==> src/rtl/mpb_pkg.sv <==
package mpb_pkg;

  typedef enum logic [2:0] {
    PH_IDLE,
    PH_AR,
    PH_R,
    PH_AW,
    PH_B
  } phase_e;

  // Strobes from the control to the datapath
  typedef struct packed {
    logic loadCore;  // copy latched core request into the transaction regs
    logic loadCtl;   // copy latched controller request into the transaction regs
    logic capResp;   // load the response register from the R channel
  } strobe_t;

  localparam logic [1:0] BURST_INCR = 2'b01;

endpackage

==> src/rtl/mpb_ctrl.sv <==
module mpb_ctrl
  import mpb_pkg::*;
(
  input  logic    clk,
  input  logic    rst,
  input  logic    coreRdReq,
  input  logic    coreWrReq,
  input  logic    ctlRdReq,
  input  logic    ctlLdReq,
  input  logic    arReady,
  input  logic    rValid,
  input  logic    awReady,
  input  logic    wReady,
  input  logic    bValid,
  output strobe_t strb,
  output logic    arValid,
  output logic    rReady,
  output logic    awValid,
  output logic    wValid,
  output logic    bReady,
  output logic    coreAck,
  output logic    ctlAck
);

  phase_e phase;
  logic corePend, coreIsWr, ctlPend, ctlIsWr;
  logic ownerCore, awDone, wDone;
  logic grantCore, grantCtl;
  logic awFin, wFin;

  // Fixed priority: the core wins whenever both are waiting
  assign grantCore = (phase == PH_IDLE) && corePend;
  assign grantCtl  = (phase == PH_IDLE) && !corePend && ctlPend;

  assign awFin = awDone || awReady;
  assign wFin  = wDone || wReady;

  always_comb begin
    strb.loadCore = grantCore;
    strb.loadCtl  = grantCtl;
    strb.capResp  = (phase == PH_R) && rValid;
  end

  assign arValid = (phase == PH_AR);
  assign rReady  = (phase == PH_R);
  assign awValid = (phase == PH_AW) && !awDone;
  assign wValid  = (phase == PH_AW) && !wDone;
  assign bReady  = (phase == PH_B);

  always_ff @(posedge clk) begin
    if (rst) begin
      phase     <= PH_IDLE;
      corePend  <= 1'b0;
      coreIsWr  <= 1'b0;
      ctlPend   <= 1'b0;
      ctlIsWr   <= 1'b0;
      ownerCore <= 1'b0;
      awDone    <= 1'b0;
      wDone     <= 1'b0;
      coreAck   <= 1'b0;
      ctlAck    <= 1'b0;
    end else begin
      coreAck <= 1'b0;
      ctlAck  <= 1'b0;

      if (grantCore) corePend <= 1'b0;
      if (grantCtl)  ctlPend  <= 1'b0;
      if (coreRdReq || coreWrReq) begin
        corePend <= 1'b1;
        coreIsWr <= coreWrReq;
      end
      if (ctlRdReq || ctlLdReq) begin
        ctlPend <= 1'b1;
        ctlIsWr <= ctlLdReq;
      end

      case (phase)
        PH_IDLE: begin
          awDone <= 1'b0;
          wDone  <= 1'b0;
          if (grantCore) begin
            ownerCore <= 1'b1;
            phase     <= coreIsWr ? PH_AW : PH_AR;
          end else if (grantCtl) begin
            ownerCore <= 1'b0;
            phase     <= ctlIsWr ? PH_AW : PH_AR;
          end
        end
        PH_AR: if (arReady) phase <= PH_R;
        PH_R: begin
          if (rValid) begin
            phase   <= PH_IDLE;
            coreAck <= ownerCore;
            ctlAck  <= !ownerCore;
          end
        end
        PH_AW: begin
          awDone <= awFin;
          wDone  <= wFin;
          if (awFin && wFin) phase <= PH_B;
        end
        PH_B: begin
          if (bValid) begin
            phase   <= PH_IDLE;
            coreAck <= ownerCore;
            ctlAck  <= !ownerCore;
          end
        end
        default: phase <= PH_IDLE;
      endcase
    end
  end

endmodule

==> src/rtl/mpb_datapath.sv <==
module mpb_datapath
  import mpb_pkg::*;
#(
  parameter int ADDR_W = 48,
  parameter int DATA_W = 32
) (
  input  logic              clk,
  input  logic              rst,
  input  strobe_t           strb,
  input  logic              coreTake,
  input  logic [ADDR_W-1:0] coreAddr,
  input  logic [DATA_W-1:0] coreData,
  input  logic              ctlTake,
  input  logic [ADDR_W-1:0] ctlAddr,
  input  logic [DATA_W-1:0] ctlData,
  input  logic [DATA_W-1:0] rData,
  output logic [ADDR_W-1:0] txnAddr,
  output logic [DATA_W-1:0] txnData,
  output logic [DATA_W-1:0] respData
);

  localparam int PORTS = 2;  // index 0: core, index 1: controller

  logic [PORTS-1:0]  take, pick;
  logic [ADDR_W-1:0] inAddr   [PORTS];
  logic [DATA_W-1:0] inData   [PORTS];
  logic [ADDR_W-1:0] heldAddr [PORTS];
  logic [DATA_W-1:0] heldData [PORTS];

  assign take      = {ctlTake, coreTake};
  assign pick      = {strb.loadCtl, strb.loadCore};
  assign inAddr[0] = coreAddr;
  assign inAddr[1] = ctlAddr;
  assign inData[0] = coreData;
  assign inData[1] = ctlData;

  for (genvar p = 0; p < PORTS; p++) begin : g_port
    always_ff @(posedge clk) begin
      if (rst) begin
        heldAddr[p] <= '0;
        heldData[p] <= '0;
      end else if (take[p]) begin
        heldAddr[p] <= inAddr[p];
        heldData[p] <= inData[p];
      end
    end
  end

  always_ff @(posedge clk) begin
    if (rst) begin
      txnAddr  <= '0;
      txnData  <= '0;
      respData <= '0;
    end else begin
      if (pick[0]) begin
        txnAddr <= heldAddr[0];
        txnData <= heldData[0];
      end else if (pick[1]) begin
        txnAddr <= heldAddr[1];
        txnData <= heldData[1];
      end
      if (strb.capResp) respData <= rData;
    end
  end

endmodule

==> src/rtl/mpb_bridge.sv <==
module mpb_bridge
  import mpb_pkg::*;
#(
  parameter int ADDR_W = 48,
  parameter int DATA_W = 32
) (
  input  logic                  clk,
  input  logic                  rst,
  input  logic                  coreRdReq,
  input  logic                  coreWrReq,
  input  logic [ADDR_W-1:0]     coreAddr,
  input  logic [DATA_W-1:0]     coreWrData,
  output logic [DATA_W-1:0]     coreRdData,
  output logic                  coreAck,
  input  logic                  ctlRdReq,
  input  logic                  ctlLdReq,
  input  logic [ADDR_W-1:0]     ctlAddr,
  input  logic [DATA_W-1:0]     ctlLdData,
  output logic [DATA_W-1:0]     ctlRdData,
  output logic                  ctlAck,
  output logic [ADDR_W-1:0]     awAddr,
  output logic [7:0]            awLen,
  output logic [2:0]            awSize,
  output logic [1:0]            awBurst,
  output logic                  awValid,
  input  logic                  awReady,
  output logic [DATA_W-1:0]     wData,
  output logic [DATA_W/8-1:0]   wStrb,
  output logic                  wLast,
  output logic                  wValid,
  input  logic                  wReady,
  input  logic                  bValid,
  output logic                  bReady,
  output logic [ADDR_W-1:0]     arAddr,
  output logic [7:0]            arLen,
  output logic [2:0]            arSize,
  output logic [1:0]            arBurst,
  output logic                  arValid,
  input  logic                  arReady,
  input  logic [DATA_W-1:0]     rData,
  input  logic                  rValid,
  output logic                  rReady
);

  localparam int          STRB_W    = DATA_W / 8;
  localparam logic [2:0]  BEAT_SIZE = 3'($clog2(STRB_W));

  strobe_t           strb;
  logic [ADDR_W-1:0] txnAddr;
  logic [DATA_W-1:0] txnData;
  logic [DATA_W-1:0] respData;

  mpb_ctrl i_ctrl (
    .clk      (clk),
    .rst      (rst),
    .coreRdReq(coreRdReq),
    .coreWrReq(coreWrReq),
    .ctlRdReq (ctlRdReq),
    .ctlLdReq (ctlLdReq),
    .arReady  (arReady),
    .rValid   (rValid),
    .awReady  (awReady),
    .wReady   (wReady),
    .bValid   (bValid),
    .strb     (strb),
    .arValid  (arValid),
    .rReady   (rReady),
    .awValid  (awValid),
    .wValid   (wValid),
    .bReady   (bReady),
    .coreAck  (coreAck),
    .ctlAck   (ctlAck)
  );

  mpb_datapath #(.ADDR_W(ADDR_W), .DATA_W(DATA_W)) i_dp (
    .clk     (clk),
    .rst     (rst),
    .strb    (strb),
    .coreTake(coreRdReq || coreWrReq),
    .coreAddr(coreAddr),
    .coreData(coreWrData),
    .ctlTake (ctlRdReq || ctlLdReq),
    .ctlAddr (ctlAddr),
    .ctlData (ctlLdData),
    .rData   (rData),
    .txnAddr (txnAddr),
    .txnData (txnData),
    .respData(respData)
  );

  // Both clients see the held response register directly
  assign coreRdData = respData;
  assign ctlRdData  = respData;

  assign arAddr  = txnAddr;
  assign arLen   = 8'd0;
  assign arSize  = BEAT_SIZE;
  assign arBurst = BURST_INCR;

  assign awAddr  = txnAddr;
  assign awLen   = 8'd0;
  assign awSize  = BEAT_SIZE;
  assign awBurst = BURST_INCR;
  assign wData   = txnData;
  assign wStrb   = '1;
  assign wLast   = 1'b1;

endmodule

==> config.mk <==
export PLATFORM = sky130hd
export DESIGN_NAME = mpb_bridge
export DESIGN_NICKNAME = d
export VERILOG_FILES = /design/src/rtl/mpb_pkg.sv /design/src/rtl/mpb_ctrl.sv /design/src/rtl/mpb_datapath.sv /design/src/rtl/mpb_bridge.sv
export SDC_FILE = /design/constraint.sdc
export NUM_CORES = 1
export LEC_CHECK = 0
export ABC_AREA = 1
export BUFFER_PORTS_ARGS = -buffer_cell sky130_fd_sc_hd__buf_4
export CORE_AREA = 2 2 170 172
export DETAILED_ROUTE_END_ITERATION = 6
export DIE_AREA = 0 0 172 174
export GPL_TIMING_DRIVEN = 0
export PLACE_DENSITY = 0.69
export SYNTH_ARGS = -nofsm -noshare
export SYNTH_HDL_FRONTEND = slang
export SYNTH_SLANG_ARGS = --single-unit
==> constraint.sdc <==
create_clock -name clk -period 2.7 [get_ports clk]
set_clock_uncertainty 0.15 [all_clocks]
set_input_delay 0.135 -clock clk [delete_from_list [all_inputs] [get_ports clk]]
set_output_delay 0.135 -clock clk [all_outputs]
set_load 0.1 [all_outputs]
## Yosys cells after proc, flatten, opt, wreduce, memory -nomap -nowiden

Memory sizes are Yosys's and may differ from the RTL's.
Cells that the tools add are included.
W data, S select, Z words.

- Equal/unequal tests: 9
- Muxes and demuxes: 38
- Bitwise gates (word level): 4
- Reductions and logical operators: 22

Operator list:

| kind | count |
|---|---|
| $mux W48 | 4 |
| $mux W32 | 4 |
| $mux W3 | 6 |
| $mux W1 | 17 |
| $pmux W3 S5 | 1 |
| $pmux W1 S2 | 4 |
| $reduce_bool A2 Y1 | 4 |
| $logic_and A1 B1 Y1 | 7 |
| $eq A3 B2 Y1 const B | 2 |
| $ne A2 B2 Y1 const B | 3 |
| $reduce_and A5 Y1 | 1 |
| $logic_not A1 Y1 | 4 |
| $logic_or A1 B1 Y1 | 4 |
| $mux W2 | 2 |
| $or A1 B1 Y1 | 4 |
| $eq A3 B1 Y1 const B | 1 |
| $eq A3 B3 Y1 const B | 1 |
| $logic_not A3 Y1 | 1 |
| $ne A3 B1 Y1 const B | 1 |
| $ne A2 B1 Y1 const B | 1 |
| $reduce_and A2 Y1 | 1 |

- Bits in registers: 124
- RAM bits: 160
- Output and inout port bits: 230
- Word-level logic and storage cells: 88
- Memories: 2

Memories:

| name | depth | bits a word | read ports | clocked after Yosys merged registers in | write ports | line | text |
|---|---|---|---|---|---|---|---|
| i_dp.heldAddr | 2 | 48 | 2 | 0 | 2 | mpb_datapath.sv:27 | `logic [ADDR_W-1:0] heldAddr [PORTS];` |
| i_dp.heldData | 2 | 32 | 2 | 0 | 2 | mpb_datapath.sv:28 | `logic [DATA_W-1:0] heldData [PORTS];` |

## Logic depth before layout (Yosys ltp)

- Word-level depth: 6
- Mapped depth: 9
- Depth with buffers taken out: 9

## Cells and area by module

Synthesis repeated with hierarchy kept, for this count alone.

- Cells, all modules: 1458
- Area, all modules: 12537.0 µm²

By module, submodules not included:

| module | times used | cells each | area each (µm²) |
|---|---|---|---|
| mpb_datapath | 1 | 1244 | 11071.9 |
| mpb_bridge | 1 | 119 | 863.3 |
| mpb_ctrl | 1 | 95 | 601.8 |

## Worst setup path after synthesis

No wires, ideal clock.

- Path type: input port to flip-flop
- Start: input rst
- End: memory i_dp.heldAddr[0][0], enable pin
- Library setup time: 0.796 ns
- Data arrival time: 1.988 ns
- Required time: 1.754 ns
- Slack: -0.234 ns
- Stages on the path: 4
- Buffers on the path: 2
- Path through: inv_2 buf_2 buf_1 nand2_1

RTL lines:

| what | line | text |
|---|---|---|
| start, declared | mpb_bridge.sv:8 | `input logic rst,` |
| end, declared | mpb_datapath.sv:27 |  |

## Final worst setup path

- Start: register i_ctrl.phase[1]
- End: register i_dp.respData[31]

- Longest elaborated chain between the ends: 2

Ends and longest elaborated chain:

| what | line | text |
|---|---|---|
| start, declared | mpb_ctrl.sv:25 | `phase_e phase;` |
| start signal, assigned | mpb_ctrl.sv:83 | `phase <= coreIsWr ? PH_AW : PH_AR;` |
| start signal, assigned | mpb_ctrl.sv:86 | `phase <= ctlIsWr ? PH_AW : PH_AR;` |
| $eq A3 B2 Y1 | mpb_ctrl.sv:41 | `strb.capResp = (phase == PH_R) && rValid;` |
| $logic_and A1 B1 Y1 | mpb_ctrl.sv:41 |  |
| end signal, assigned | mpb_datapath.sv:62 | `if (strb.capResp) respData <= rData;` |
| end, declared | mpb_datapath.sv:19 | `output logic [DATA_W-1:0] respData` |

Every way passes these cells.
A chain may end at the register's enable or synchronous reset.

==> flow_summary.toml <==
[global_routing]
grt_max_degree = 42
grt_pass1_vias = 10900
grt_pass1_wl_um = 57400
overflow = 0
antenna_found_initial = 1
grt_usage_pct = 24.6

[logic_synthesis]
yosysWarnings = 0
synth_flop_cell = "edfxtp_1"
synth_sequential_area_ratio_pct = 62.1
ys_types = 22
synth_seq_cells = 284
async_flop_share_pct = 0
synth_area_mm2 = 0.0117
syn_avg_cell_area_um2 = 9.70
synth_edf_count = 160
syn_inst = 1209

[route]
drtIter0Drc = 636
wl_um = 38400
vias = 10800
drcViolationCount = 0
drtAntennaViolNets = 0
dr.pass1.iters = 7
detail_route.wl_per_cell_um = 16.8
via_per_inst = 4.72

[placement]
place.port_buffers = 401
hpwl_um = 25100
post-place-cells = 2025
globalplace.congestion = 0.837

[worst_setup_path]
crit_path_start_kind = "flop"
r2r_start = "i_ctrl.phase[1]"
worst-path-max-fanout = 7
worstPathRequired_ns = 2.98
worstSetupPathType = "reg -> reg"
r2r-end = "i_dp.respData[31]"
cp.arrival_ns = 2.85
rr_worst_depth = 9
end_kind = "flop"
rrSetupSlack_ns = 0.13

[min_path]
hold_end = "i_ctrl.phase[2]"
min_path_cells = 5
hold_start = "rst"
min_path_type = "in -> reg"

[timing]
rsz0062_at_grt = "no"
fin_crit_sh_pct = 95.1
timing.setup.tns_ns = 0
slew_violations = 0
hold_violations = 0
fin_crit_ns = 2.57
slew_headroom_pct = 16.4
max_freq_ghz = 0.390
worst_pin_slew_ns = 1.25
setup_viol = 0

[clock_tree]
cts_tree = "yes"
clock_path_buffers = 3
numCtsBuffers = 30
clockRootBuffer = "clkbuf_16"
path_clk_slew_ns = 0.06
cts_setup_buffers = 0
htree_levels = 1
clkLatencyLatePin_ns = 0.55
cts_num_sinks = 284

[final_layout]
layout_commonest_cell = "buf_4"
drive_gt1_share_pct = 31.6
nets = 2082
syn2layout_area_growth_pct = 57.5
mostFrequentLayoutCells = "buf_4 (512), nor2_1 (244), dlygate4sd3_1 (206), inv_1 (174), edfxtp_1 (160)"
fin_cells = 2290

[floorplanning]
fp.dieH_um = 174
die_area_mm2 = 0.0299
initial_core_util_pct = 41.5
core_mm2 = 0.0282
row_count = 62
ioPinCount = 433
die_x_um = 172

[job]
drv_cap = 0

[power_and_ir_drop]
irDropWorstVdd_mv = 0.977
leakage_nw = 9.04
powerDensity_mw_per_mm2 = 1310
report.power.total_mw = 24.2

[status]
status = "completed"
==> stage by stage <==
step           hold slack [ns]  instance area (µm²)  setup WS [ns]  util, %
2_1_floorplan           0.0541                11800         -0.234        -
3_3_place_gp             0.207                15300          -2.14     54.3
3_5_place_dp             0.215                15400        0.00574     54.5
4_1_cts                 0.0131                18500          0.187     65.4
5_1_grt                 0.0619                18500         0.0480     65.4
6_report                0.0172                18500          0.133     65.4
==> layout make-up <==
class	count	area (µm²)
Fill cell	2245	9760
Sequential cell	284	7290
Timing Repair Buffer	609	5120
Multi-Input combinational cell	597	2750
Buffer	179	1150
Clock buffer	36	795
Inverter	178	668
Tap cell	384	480
Clock inverter	20	221
Antenna cell	3	7.51
==> worst max-delay path, stage by stage, from the launching register on <==
cell	delay (ns)
dfxtp_1	0.39
inv_1	0.10
nor2_1	0.13
nand2_1	0.11
nor2_4	0.20
inv_2	0.10
nor2_1	0.11
dlygate4sd3_1	0.56
nor2_1	0.04
dlygate4sd3_1	0.54
==> sequential cells by signal (all words and copies together) (netlist names) <==
register / cells
i_dp.respData: 32
i_dp.heldData: 64
i_ctrl.coreIsWr: 1
i_dp.txnAddr: 48
i_ctrl.ctlIsWr: 1
i_ctrl.ctlAck: 1
i_ctrl.corePend: 1
i_ctrl.awDone: 1
i_dp.heldAddr: 96
i_ctrl.ctlPend: 1
i_dp.txnData: 32
i_ctrl.wDone: 1
i_ctrl.phase: 3
i_ctrl.coreAck: 1
i_ctrl.ownerCore: 1
==> metal layers <==
metal | routed length (µm) | global-route usage (%) | vias up | share of wire [%]
met5 | 0 | 0 | - | 0
met4 | 1280 | 8.72 | 0 | 3.3
met3 | 2820 | 4.67 | 87 | 7.4
met2 | 20000 | 45.7 | 470 | 52
met1 | 14300 | 27.8 | 5079 | 37
li1 | - | - | 5175 | -
==> logic make-up after synthesis <==
| family | synth area share [%] |
|---|---|
| AOI/OAI and AO/OA | 13.0 |
| buffers and inverters | 15.5 |
| DFF | 62.1 |
| other | 0.0640 |
| and+or+nand+nor | 9.32 |
==> power breakdown <==
part	leakage (nW)	switching [mW]	internal [mW]
registers	2.82	0.673	5.50
logic	5.72	10.7	3.04
clock network	0.503	1.68	2.56
total	9.04	13.1	11.1
==> cell usage after synthesis, types with 2 or more instances <==
cell type	n	share of area, %
buf_2	29	1.2
o21ai_0	85	3.6
clkbuf_1	34	1.1
nand2_1	27	0.86
buf_1	2	0.064
o21ai_1	31	1.3
buf_4	111	7.1
inv_2	4	0.13
dfxtp_1	124	21
conb_1	2	0.064
edfxtp_1	160	41
o22ai_1	80	4.3
nor2_1	244	7.8
a21oi_1	86	3.7
nand3_1	6	0.26
inv_1	174	5.6
buf_6	3	0.29
nor2_4	3	0.29
==> worst max path at each step <==
stage                     slack (ns)             from  depth (start not counted)                   end
after floorplan                -0.23              rst                          4   i_dp.heldAddr[0][0]
after global placement         -2.14              rst                          5  i_dp.heldData[0][30]
after detailed placement       0.006              rst                          6  i_dp.heldData[0][30]
after CTS                       0.19  i_ctrl.phase[1]                          9     i_dp.respData[31]
after global routing            0.05  i_ctrl.phase[1]                          9     i_dp.respData[31]
final                           0.13  i_ctrl.phase[1]                          9     i_dp.respData[31]
==> repair_timing <==
action	in CTS	in global routing
setup endpoints to repair	0	0
hold endpoints to repair	202	0
gates resized for setup	0	0
hold buffers	206	0
No activity file was read; power rests on OpenSTA's default activity.
